### src/rtl/usbh_glue_pkg.sv
package usbh_glue_pkg;

    localparam int DATA_W    = 32;
    localparam int NUM_PORTS = 3;

    typedef enum logic [1:0] {
        SEL_CTL  = 2'd0,
        SEL_STAT = 2'd1,
        SEL_IEN  = 2'd2,
        SEL_TEST = 2'd3
    } reg_sel_e;

    // control bit positions
    localparam int CB_SBR       = 0;
    localparam int CB_CORE_RST  = 1;
    localparam int CB_SCALE     = 3;
    localparam int CB_TEST_EN   = 4;
    localparam int CB_SLEEP_ALL = 5;
    localparam int CB_OC_POL    = 6;
    localparam int CB_PWR_POL   = 7;
    localparam int CB_SLEEP_P0  = 9;

    // plain read/write control bits (bit 0 is handled by the pulse logic)
    localparam logic [DATA_W-1:0] CTL_WMASK  = 32'h0000_0EFA;
    localparam logic [DATA_W-1:0] CTL_RSTVAL = 32'h0000_0002;

    // status positions: 7, 8, 10..16
    localparam logic [DATA_W-1:0] STAT_MASK = 32'h0001_FD80;
    // enable positions: 7, 8, 10..14
    localparam logic [DATA_W-1:0] IEN_MASK  = 32'h0000_7D80;
    // enables that pair with the status bit of the same number
    localparam logic [DATA_W-1:0] IEN_SAME  = 32'h0000_3D80;
    localparam int IEN_P3  = 14;
    localparam int STAT_P3 = 16;

    typedef struct packed {
        logic [NUM_PORTS-1:0] sleep_port;
        logic                 pwr_pol;
        logic                 oc_pol;
        logic                 sleep_all;
        logic                 test_en;
        logic                 scale;
        logic                 core_rst;
        logic                 sbr;
    } ctl_fields_t;

    typedef struct packed {
        logic              we;
        reg_sel_e          sel;
        logic [DATA_W-1:0] wdata;
    } bus_req_t;

    function automatic ctl_fields_t ctl_decode(input logic [DATA_W-1:0] r);
        ctl_fields_t f;
        f.sleep_port = r[CB_SLEEP_P0 +: NUM_PORTS];
        f.pwr_pol    = r[CB_PWR_POL];
        f.oc_pol     = r[CB_OC_POL];
        f.sleep_all  = r[CB_SLEEP_ALL];
        f.test_en    = r[CB_TEST_EN];
        f.scale      = r[CB_SCALE];
        f.core_rst   = r[CB_CORE_RST];
        f.sbr        = r[CB_SBR];
        return f;
    endfunction

    // move enables onto the status positions they gate
    function automatic logic [DATA_W-1:0] ien_to_stat(input logic [DATA_W-1:0] ien);
        logic [DATA_W-1:0] r;
        r          = ien & IEN_SAME;
        r[STAT_P3] = ien[IEN_P3];
        return r;
    endfunction

endpackage

### src/rtl/glue_ctl_reg.sv
module glue_ctl_reg
    import usbh_glue_pkg::*;
#(
    parameter int SBR_CYCLES = 3
) (
    input  logic              clk,
    input  logic              rst,
    input  logic              wr_ctl,
    input  logic [DATA_W-1:0] wdata,
    output logic [DATA_W-1:0] ctl_q
);
    localparam int CNT_W = $clog2(SBR_CYCLES + 1);
    localparam logic [CNT_W-1:0] CNT_LAST = CNT_W'(SBR_CYCLES - 1);

    logic [DATA_W-1:0] ctl_d;
    logic [CNT_W-1:0]  cnt_q, cnt_d;
    logic              sbr_start;

    assign sbr_start = wr_ctl && wdata[CB_SBR];

    always_comb begin
        ctl_d = ctl_q;
        cnt_d = cnt_q;
        if (wr_ctl) begin
            ctl_d = (ctl_q & ~CTL_WMASK) | (wdata & CTL_WMASK);
        end
        if (sbr_start) begin
            ctl_d[CB_SBR] = 1'b1;
            cnt_d         = '0;
        end else if (ctl_q[CB_SBR]) begin
            if (cnt_q == CNT_LAST) begin
                ctl_d[CB_SBR] = 1'b0;
                cnt_d         = '0;
            end else begin
                cnt_d = cnt_q + 1'b1;
            end
        end
    end

    always_ff @(posedge clk) begin
        if (rst) begin
            ctl_q <= CTL_RSTVAL;
            cnt_q <= '0;
        end else begin
            ctl_q <= ctl_d;
            cnt_q <= cnt_d;
        end
    end

    // the pulse ends by itself at the last count
    assert_sbr_selfclear_R2: assert property (@(posedge clk) disable iff (rst)
        (ctl_q[CB_SBR] && cnt_q == CNT_LAST && !sbr_start) |=> !ctl_q[CB_SBR]);

    // a started pulse lasts more than one clock
    assert_sbr_holds_R2: assert property (@(posedge clk) disable iff (rst)
        ($rose(ctl_q[CB_SBR]) && !wr_ctl) |=> ctl_q[CB_SBR]);

    // the core reset is asserted on the first cycle out of reset
    assert_core_rst_after_reset_R1: assert property (@(posedge clk)
        $past(rst) |-> ctl_q[CB_CORE_RST]);

endmodule

### src/rtl/glue_tick_gen.sv
module glue_tick_gen #(
    parameter int MS_DIV = 50000,
    parameter int US_DIV = 50
) (
    input  logic clk,
    input  logic rst,
    input  logic scale,
    output logic tick
);
    localparam int CNT_W = $clog2(MS_DIV + 1);
    localparam logic [CNT_W-1:0] MS_LAST = CNT_W'(MS_DIV - 1);
    localparam logic [CNT_W-1:0] US_LAST = CNT_W'(US_DIV - 1);

    logic [CNT_W-1:0] cnt_q;
    logic [CNT_W-1:0] limit;

    assign limit = scale ? US_LAST : MS_LAST;

    always_ff @(posedge clk) begin
        if (rst) begin
            cnt_q <= '0;
            tick  <= 1'b0;
        end else if (cnt_q >= limit) begin
            cnt_q <= '0;
            tick  <= 1'b1;
        end else begin
            cnt_q <= cnt_q + 1'b1;
            tick  <= 1'b0;
        end
    end

    // the tick is a single-clock pulse
    assert_tick_single_R4: assert property (@(posedge clk) disable iff (rst)
        tick |=> !tick);

    // the counter never runs past the slow divider
    assert_tick_range_R4: assert property (@(posedge clk) disable iff (rst)
        cnt_q <= MS_LAST);

endmodule

### src/rtl/glue_irq_unit.sv
module glue_irq_unit
    import usbh_glue_pkg::*;
(
    input  logic              clk,
    input  logic              rst,
    input  logic              wr_stat,
    input  logic              wr_ien,
    input  logic              wr_test,
    input  logic              test_en,
    input  logic [DATA_W-1:0] wdata,
    input  logic [DATA_W-1:0] evt,
    output logic [DATA_W-1:0] stat_q,
    output logic [DATA_W-1:0] ien_q,
    output logic              irq
);
    logic [DATA_W-1:0] set_vec, clr_vec, stat_d, ien_d;

    always_comb begin
        set_vec = evt & STAT_MASK;
        if (wr_test && test_en) begin
            set_vec = set_vec | (wdata & STAT_MASK);
        end
        clr_vec = wr_stat ? (wdata & STAT_MASK) : '0;
        // set beats clear
        stat_d  = ((stat_q & ~clr_vec) | set_vec) & STAT_MASK;
        ien_d   = wr_ien ? (wdata & IEN_MASK) : ien_q;
    end

    always_ff @(posedge clk) begin
        if (rst) begin
            stat_q <= '0;
            ien_q  <= '0;
            irq    <= 1'b0;
        end else begin
            stat_q <= stat_d;
            ien_q  <= ien_d;
            irq    <= |(stat_d & ien_to_stat(ien_d));
        end
    end

    // a requested set is always present afterwards
    assert_set_wins_R8: assert property (@(posedge clk) disable iff (rst)
        (|set_vec) |=> ((stat_q & $past(set_vec)) == $past(set_vec)));

    // unused status positions stay clear
    assert_stat_unused_R7: assert property (@(posedge clk) disable iff (rst)
        (stat_q & ~STAT_MASK) == '0);

    // unused enable positions stay clear
    assert_ien_unused_R9: assert property (@(posedge clk) disable iff (rst)
        (ien_q & ~IEN_MASK) == '0);

    // the interrupt register agrees with the state it summarises
    assert_irq_consistent_R10: assert property (@(posedge clk) disable iff (rst)
        irq == |(stat_q & ien_to_stat(ien_q)));

    // status bits 14 and 15 alone never interrupt
    assert_sba_no_irq_R10: assert property (@(posedge clk) disable iff (rst)
        ((stat_q & ~32'h0000_C000) == '0) |-> !irq);

endmodule

### src/rtl/glue_port_pads.sv
module glue_port_pads #(
    parameter int NP = 3
) (
    input  logic          oc_pol,
    input  logic          pwr_pol,
    input  logic          sleep_all,
    input  logic [NP-1:0] sleep_port,
    input  logic [NP-1:0] oc_pin,
    input  logic [NP-1:0] pwr_core,
    output logic [NP-1:0] oc_core,
    output logic [NP-1:0] pwr_pin,
    output logic [NP-1:0] sleep
);
    for (genvar p = 0; p < NP; p++) begin : g_port
        assign oc_core[p] = oc_pin[p] ^ oc_pol;
        assign pwr_pin[p] = pwr_core[p] ^ pwr_pol;
        assign sleep[p]   = sleep_all | sleep_port[p];
    end
endmodule

### src/rtl/usbh_glue_ctrl.sv
module usbh_glue_ctrl
    import usbh_glue_pkg::*;
#(
    parameter int SBR_CYCLES = 3,
    parameter int MS_DIV     = 50000,
    parameter int US_DIV     = 50
) (
    input  logic                 clk,
    input  logic                 rst,
    input  logic                 bus_we,
    input  logic [1:0]           bus_addr,
    input  logic [DATA_W-1:0]    bus_wdata,
    output logic [DATA_W-1:0]    bus_rdata,
    input  logic [DATA_W-1:0]    evt_in,
    input  logic [NUM_PORTS-1:0] oc_pin_i,
    output logic [NUM_PORTS-1:0] oc_core_o,
    input  logic [NUM_PORTS-1:0] pwr_core_i,
    output logic [NUM_PORTS-1:0] pwr_pin_o,
    output logic [NUM_PORTS-1:0] sleep_o,
    output logic                 sbr_rst_o,
    output logic                 core_rst_o,
    output logic                 tick_o,
    output logic                 irq_o
);
    bus_req_t          req;
    ctl_fields_t       cf;
    logic [DATA_W-1:0] ctl_q, stat_q, ien_q;

    assign req.we    = bus_we;
    assign req.sel   = reg_sel_e'(bus_addr);
    assign req.wdata = bus_wdata;

    assign cf = ctl_decode(ctl_q);

    glue_ctl_reg #(.SBR_CYCLES(SBR_CYCLES)) u_ctl (
        .clk    (clk),
        .rst    (rst),
        .wr_ctl (req.we && req.sel == SEL_CTL),
        .wdata  (req.wdata),
        .ctl_q  (ctl_q)
    );

    glue_tick_gen #(.MS_DIV(MS_DIV), .US_DIV(US_DIV)) u_tick (
        .clk   (clk),
        .rst   (rst),
        .scale (cf.scale),
        .tick  (tick_o)
    );

    glue_irq_unit u_irq (
        .clk     (clk),
        .rst     (rst),
        .wr_stat (req.we && req.sel == SEL_STAT),
        .wr_ien  (req.we && req.sel == SEL_IEN),
        .wr_test (req.we && req.sel == SEL_TEST),
        .test_en (cf.test_en),
        .wdata   (req.wdata),
        .evt     (evt_in),
        .stat_q  (stat_q),
        .ien_q   (ien_q),
        .irq     (irq_o)
    );

    glue_port_pads #(.NP(NUM_PORTS)) u_pads (
        .oc_pol     (cf.oc_pol),
        .pwr_pol    (cf.pwr_pol),
        .sleep_all  (cf.sleep_all),
        .sleep_port (cf.sleep_port),
        .oc_pin     (oc_pin_i),
        .pwr_core   (pwr_core_i),
        .oc_core    (oc_core_o),
        .pwr_pin    (pwr_pin_o),
        .sleep      (sleep_o)
    );

    assign sbr_rst_o  = cf.sbr;
    assign core_rst_o = cf.core_rst;

    always_comb begin
        case (req.sel)
            SEL_CTL:  bus_rdata = ctl_q;
            SEL_STAT: bus_rdata = stat_q;
            SEL_IEN:  bus_rdata = ien_q;
            default:  bus_rdata = '0;
        endcase
    end

endmodule

### config.mk
export PLATFORM = sky130hd
export DESIGN_NAME = usbh_glue_ctrl
export DESIGN_NICKNAME = d
export VERILOG_FILES = /design/src/rtl/usbh_glue_pkg.sv /design/src/rtl/glue_ctl_reg.sv /design/src/rtl/glue_tick_gen.sv /design/src/rtl/glue_irq_unit.sv /design/src/rtl/glue_port_pads.sv /design/src/rtl/usbh_glue_ctrl.sv
export SDC_FILE = /design/constraint.sdc
export NUM_CORES = 1
export LEC_CHECK = 0
export CAP_MARGIN = 30
export CORE_MARGIN = 2
export CORE_UTILIZATION = 25
export DETAILED_ROUTE_END_ITERATION = 6
export PLACE_DENSITY_LB_ADDON = 0.1
export SYNTH_ARGS = -nofsm -noshare
export SYNTH_HDL_FRONTEND = slang
export SYNTH_HIERARCHICAL = 1
export SYNTH_SLANG_ARGS = --single-unit
### constraint.sdc
create_clock -name clk -period 6.7 [get_ports clk]
set_input_delay 1.005 -clock clk [delete_from_list [all_inputs] [get_ports clk]]
set_output_delay 1.005 -clock clk [all_outputs]
set_load 0.01 [all_outputs]
* After elaboration in Yosys (flattened, before gate mapping)
Index checks and enable logic that the tools add are counted.
** Storage, ports and cells
- Output and inout port bits :: 45
- Bits in registers :: 68
- Latch bits :: 0
- Word-level logic and storage cells :: 51
- ROM bits :: 0
- Memories :: 0
- Bits in writable memories :: 0
** Operators by class
- $add $sub $neg :: 2
- Shift operators :: 0
- Muxes and demuxes :: 11
- Reduce and logical (&&, ||, !) cells :: 10
- Bitwise logic cells :: 15
- $mul :: 0
- Equal/unequal tests :: 4
- Order comparisons :: 1
- Div/mod/pow operators :: 0
** Operators with widths (number)
- $pmux W32 S3 :: 1
- $and A17 B17 Y17 :: 2
- $mux W17 :: 2
- $or A17 B17 Y17 :: 2
- $or A32 B12 Y32 :: 1
- $reduce_or A32 Y1 :: 1
- $not A17 Y17 :: 1
- $add A16 B1 Y16 const B :: 1
- $ge A16 B16 Y1 :: 1
- $mux W16 :: 1
- $mux W15 :: 1
- $eq A2 B2 Y1 const B :: 3
- $logic_and A1 B1 Y1 :: 6
- $xor A1 B1 Y1 :: 6
- $mux W1 :: 5
- $reduce_or A2 Y1 :: 2
- $or A1 B1 Y1 :: 3
- $add A2 B1 Y2 const B :: 1
- $eq A2 B1 Y1 const B :: 1
- $logic_not A2 Y1 :: 1
- $mux W2 :: 1

* Longest topological paths before layout
Gate-level depths: netlist of run 1.
- Depth after elaboration :: 8
- Gate-level depth with buffers :: 8

* By module
Netlist of run 1, hierarchy kept.
** By module, submodules not included
- glue_irq_unit :: times used 1, cells an instance 119, area an instance 1053.5 um2, seq. area each 340.3 um2
- glue_tick_gen :: times used 1, cells an instance 104, area an instance 1033.5 um2, seq. area each 340.3 um2
- usbh_glue_ctrl :: times used 1, cells an instance 82, area an instance 969.7 um2, seq. area each 0.0 um2
- glue_ctl_reg :: times used 1, cells an instance 67, area an instance 610.6 um2, seq. area each 240.2 um2
- glue_port_pads :: times used 1, cells an instance 9, area an instance 71.3 um2, seq. area each 0.0 um2

* Worst setup path before layout of run 1
OpenSTA, ideal clock, no wires.
- Path kind :: in2out
- Start point :: input bus_addr[0]
- End point :: output bus_rdata[10]
- Required time :: 5.695 ns
- Stages on the path :: 5
- Arrival time :: 1.636 ns
- Slack :: 4.059 ns
- Cells stage by stage :: buf_6 > nor2b_4 > buf_6 > buf_8 > o2bb2ai_2
** On the way
- Longest elaborated chain between the ends :: 2
** Ends and longest elaborated chain
- start, declared :: RTL line usbh_glue_ctrl.sv:11 : input logic [1:0] bus_addr,
- $eq A2 B2 Y1, or another cell as far along :: RTL line usbh_glue_ctrl.sv:80 : case (req.sel)
- $pmux W32 S3 * :: RTL line usbh_glue_ctrl.sv:80
- end, declared :: RTL line usbh_glue_ctrl.sv:13 : output logic [DATA_W-1:0] bus_rdata,
Every way passes the cells marked *; elsewhere a longest branch is shown, timed or not.

* Worst setup path in the final report of run 1
- Start point :: input bus_addr[1]
- End point :: output bus_rdata[11]
Same word-level chain as after synthesis.

==> flow_metrics.tcl, run 1 <==
set metrics [dict create \
    status "complete, no violations" \
    yosys_warnings 6 \
    criticalPathCategory "in2out" \
    critPathLaunchType "primary input" \
    drive_gt1_frac 0.158 \
    cts_tree "done" \
    setup_ws_ns 2.79 \
    post_cts_buffers 0 \
    synth_area_leaders "dfxtp_1, buf_4, mux2i_1" \
    grt_pass1_wl_mm 14.1 \
    end_kind "output pin" \
    hp-class "reg2reg" \
    ys_ff_latch 46 \
    clock_path_buffers 2 \
    postCtsHoldBufs 0 \
    clock_power_share 0.364 \
    yosysSeqAreaShare 0.246 \
    synth_cells 381 \
    ir_worst_vdd_mv 0.0780 \
    finalClockSkew_ns 0.00266 \
    start_util 0.256 \
    grt_pass1_vias 2608 \
    drc 0 \
    worst_pin_slew_ns 0.917 \
    dieWidth_um 126 \
    wl_mm 8.57 \
    rsz0062_at_grt "no" \
    diodes 0 \
    synth-edff-count 0 \
    clk_pin_slew_ns 0.06 \
    cts_root_buf "clkbuf_16" \
    p_per_area_nw_per_um2 164 \
    cp_max_fo 22 \
    finalPower_uw 701 \
    timing.fmax_mhz 255 \
    required_ns 5.69 \
    synthTopCellsByCount "buf_4, mux2i_1, dfxtp_1" \
    core-area_sq_um 14600 \
    place_ws_ns 2.75 \
    pwr-share-comb 0.219 \
    syn_area_sq_um 3740 \
    tns_ns 0 \
    gr-total-overflow 0 \
    dieArea_sq_um 15900 \
    routedWlPerCell_um 14.0 \
    finalCriticalPeriod_ns 3.91 \
    vias 2560 \
    p_leak_nw 1.77 \
    cts_sinks 46 \
    fin_crit_sh 0.584 \
    drtIter0Drc 101 \
    swShare 0.275 \
    cp.arrival_ns 2.91 \
    finalHoldViolCount 0 \
    p_switching_uw 193 \
    cts_resized 0 \
    antenna_found_initial 0 \
    syn_avg_cell_area_sq_um 9.81 \
    grt_usage 0.112 \
    fin_nets 515 \
    gp_congestion 0.737 \
    htreeDepth 2 \
    slew_viol_final 0 \
    dpl.hpwl_mm 6.04 \
    area_delta_synth_final_pct 14.6 \
    dieHeight_um 126 \
    synth-async-reset-ratio 0 \
    whs_ns 0.481 \
    pin_count 120 \
    pwr-share-seq 0.417 \
    setup_viol 0 \
    yosys.area.top_type "dfxtp_1" \
    maxCapViolCount 0 \
    p_int_uw 508 \
    clk-insertion-delay-late_ns 0.29 \
    vias_per_cell 4.17 \
    grt_start_max_net_pins 31 \
    drt_first_pass_iters 4 \
    row_count 44 \
    post-synth-top-area-fraction 0.246 \
    maxSlewHeadroom 0.389 \
    synth_most_common_cell "buf_4" \
    antenna_left 0 \
    ys_types 46 \
    synth_flop_cell "dfxtp_1" \
    cts_buffers 5 \
    reg2reg_slack_ns 4.07 \
    port_buffers 64 \
]
-- stage by stage --
stage | util | instance area, sq um | cells
2_1_floorplan | - | 3990 | 449
3_3_place_gp | 0.284 | 4140 | 606
3_5_place_dp | 0.284 | 4140 | 606
4_1_cts | 0.294 | 4280 | 614
5_1_grt | 0.294 | 4280 | 614
6_report | 0.294 | 4280 | 614
-- cells by family (layout without fill, tap and decap cells) --
family	count (synthesis)	after routing	share of synthesized area
AO/OA/AOI/OAI	63	63	0.196
XOR/XNOR	18	18	0.0422
adder cells (fa/ha/maj)	11	11	0.0368
other	2	70	0.00201
flip-flops	46	46	0.246
multiplexers	47	47	0.126
buffers and inverters	101	82	0.209
AND/OR/NAND/NOR	93	93	0.143
-- path summary, 6_finish.rpt --
check	from	to	depth (start not counted)
worst max-delay path	bus_addr[1]	bus_rdata[11]	4
worst max register to register	u_ctl/ctl_q[3]$_SDFFE_PP0P_	u_tick/tick$_SDFF_PP0_	6
worst min-delay path	u_ctl/cnt_q[1]$_SDFFE_PP0P_	u_ctl/cnt_q[1]$_SDFFE_PP0P_	2
worst min register to register	u_ctl/cnt_q[1]$_SDFFE_PP0P_	u_ctl/cnt_q[1]$_SDFFE_PP0P_	2
-- sequential cells by signal, summed over array words and instances, names as in the netlist --
register / flops
u_irq/stat_q: 9
u_irq/ien_q: 7
u_tick/tick: 1
u_ctl/cnt_q: 2
u_ctl/ctl_q: 10
u_irq/irq: 1
u_tick/cnt_q: 16
-- cells in the final DEF (no fill, tap or decap), types with 4 or more instances in the layout --
cell	synthesis	layout
nor3_1	4	4
a221oi_2	5	5
clkdlybuf4s50_1	0	62
mux2i_1	47	47
o2bb2ai_2	30	30
clkbuf_16	0	5
nand3_1	7	7
a221oi_1	4	4
xor2_1	16	16
nor2_1	28	28
nand4_1	6	6
a21oi_1	5	5
nand2_1	16	16
o21ai_0	4	4
ha_1	11	11
dfxtp_1	46	46
buf_4	70	5
inv_1	5	5
conb_1	2	70
nor3_2	9	9
-- worst max-delay path: stages --
cell	delay, ns
buf_2	0.53
nor2b_4	0.63
o2bb2ai_2	0.17
clkdlybuf4s50_1	0.56
-- cell type report --
class	count	area (sq um)
Clock inverter	1	5.00
Sequential cell	46	921
Inverter	5	18.8
Timing Repair Buffer	69	668
Clock buffer	7	143
Tap cell	184	230
Multi-Input combinational cell	302	2300
Fill cell	1531	10300
-- routing by layer --
layer / wire (um) / track usage / vias to the layer above
met2: 3870 / 0.178 / 48
met3: 335 / 0.0229 / 6
li1: - / - / 1317
met5: 0 / 0 / -
met1: 4250 / 0.153 / 1189
met4: 113 / 0.0330 / 0
-- power groups by stage --
stage | Sequential [mW] | Clock [mW] | Combinational [mW]
2_1_floorplan | 0.297 | 0 | 0.129
3_3_place_gp | 0.298 | 0 | 0.153
3_5_place_dp | 0.299 | 0 | 0.154
4_1_cts | 0.292 | 0.267 | 0.155
5_1_grt | 0.294 | 0.278 | 0.169
6_report | 0.292 | 0.255 | 0.153
No activity file was read; power rests on OpenSTA's default activity.
==> run 2: changes to the inputs <==
- clock period: 6.7 -> 3.7 ns (I/O delays scaled with it)
==> flow_metrics.tcl, run 2 (synthesized netlist as in run 1, its figures left out) <==
set metrics [dict create \
    crit_start "bus_addr[1]" \
    status "complete, no violations" \
    wl_mm 8.53 \
    drive_gt1_frac 0.166 \
    dpl.hpwl_mm 6.07 \
    top_regs "u_tick/cnt_q (16), u_ctl/ctl_q (10), u_irq/stat_q (9)" \
    postCtsHoldBufs 0 \
    clk_pin_slew_ns 0.07 \
    dieWidth_um 126 \
    grt_usage 0.108 \
    hp-class "reg2reg" \
    diodes 0 \
    cts_root_buf "clkbuf_16" \
    fillerInstances 1527 \
    cp_max_fo 17 \
    worst_r2r_path_depth 6 \
    slew_viol_final 0 \
    vias 2560 \
    setup_viol 0 \
    cp_slowest_stage_delay_ns 0.57 \
    area_delta_synth_final_pct 15.3 \
    min_to "u_ctl/cnt_q[1]$_SDFFE_PP0P_" \
    cts_tree "done" \
    rsz0062_at_grt "no" \
    criticalPathCategory "in2out" \
    dieHeight_um 126 \
    dieArea_sq_um 15900 \
    fin_util 0.295 \
    cts_resized 0 \
    fin_nets 518 \
    r2r_start "u_ctl/ctl_q[3]$_SDFFE_PP0P_" \
    cts_buffers 5 \
    most-common-layout-cells "conb_1, clkdlybuf4s50_1, mux2i_1, dfxtp_1, o2bb2ai_2" \
    maxSlewHeadroom 0.379 \
    end_kind "output pin" \
    p_leak_nw 1.78 \
    grt_pass1_vias 2632 \
    fin_cells 617 \
    regMostFlops "u_tick/cnt_q" \
    worst_pin_slew_ns 0.931 \
    r2r-end "u_tick/tick$_SDFF_PP0_" \
    routedWlPerCell_um 13.8 \
    fin_crit_sh 0.747 \
    grt_start_max_net_pins 31 \
    tns_ns 0 \
    reg2reg_slack_ns 1.09 \
    vias_per_cell 4.15 \
    gr-total-overflow 0 \
    htreeDepth 2 \
    cp.arrival_ns 2.21 \
    drc 0 \
    maxCapViolCount 0 \
    drtIter0Drc 80 \
    dp.cells 609 \
    largest_register_ffs 16 \
    antenna_left 0 \
    port_buffers 64 \
    antenna_found_initial 0 \
    critPathLaunchType "primary input" \
    clock_path_buffers 2 \
    ir_worst_vdd_mv 0.153 \
    cts_sinks 46 \
    pin_count 120 \
    p_per_area_nw_per_um2 298 \
    finalCriticalPeriod_ns 2.77 \
    finalClockSkew_ns 0.00506 \
    drt_first_pass_iters 4 \
    min_from "u_ctl/cnt_q[1]$_SDFFE_PP0P_" \
    cp_slowest_cell "clkdlybuf4s50_1" \
    path_cells "buf_2 -> nor2b_4 -> o2bb2ai_2 -> clkdlybuf4s50_1" \
    row_count 44 \
    layout_commonest_cell "conb_1" \
    gp_congestion 0.726 \
    finalHoldViolCount 0 \
    grt_pass1_wl_mm 13.7 \
    required_ns 3.14 \
    start_util 0.256 \
    timing.fmax_mhz 362 \
    post_cts_buffers 0 \
    clk-insertion-delay-late_ns 0.30 \
    hold_depth 2 \
    core-area_sq_um 14600 \
]
run 2: cell types whose count changed in the layout (fill, tap and decap cells not counted), sizes merged:
cell and delta:
buf +3, clkinvlp +1, clkbuf -1
run 2: per-layer routing:
layer | vias to the layer above | GRT usage | wire [um]
met5 | - | 0 | 0
met4 | 0 | 0.0291 | 100
met3 | 6 | 0.0229 | 304
met2 | 46 | 0.184 | 3990
met1 | 1186 | 0.139 | 4140
li1 | 1322 | - | -
run 2: final cells by class:
class                      instances  area, sq um  area share
inverter                           5         18.8     0.00435
clock buffer                       6          139      0.0322
clock inverter                     2         12.5     0.00290
multi-input combinational        302         2300       0.533
sequential                        46          921       0.214
timing repair buffer              72          691       0.160
tap                              184          230      0.0534
run 2: how the worst max path moves through the flow:
stage | cells after the start | endpoint | slack, ns
global route | 4 | bus_rdata[11] | 0.83
floorplan | 8 | u_irq/irq$_SDFF_PP0_ | 1.54
finish | 4 | bus_rdata[11] | 0.93
global placement | 4 | bus_rdata[13] | 0.91
CTS | 4 | bus_rdata[13] | 0.89
detailed placement | 6 | u_irq/irq$_SDFF_PP0_ | 0.89
run 2: through the flow:
stage                     power (mW)  worst slack [ns]  hold slack, ns  instance area, sq um
final                           1.29             0.934           0.486                  4310
after global routing            1.36             0.830           0.522                  4310
after CTS                       1.31             0.891           0.495                  4310
after detailed placement       0.821             0.886           0.484                  4160
after global placement         0.819             0.912           0.464                  4160
after floorplan                0.771              1.54           0.451                  3990
run 2: power breakdown:
group | internal [mW] | switching [mW]
logic | 0.140 | 0.138
clock network | 0.268 | 0.210
registers | 0.514 | 0.0157
run 2: critical path, delay by kind of cell:
kind | cells | cell delay, ns
buffers and inverters | 2 | 0.97
and+or+nand+nor | 1 | 0.51
AOI/OAI and AO/OA | 1 | 0.16
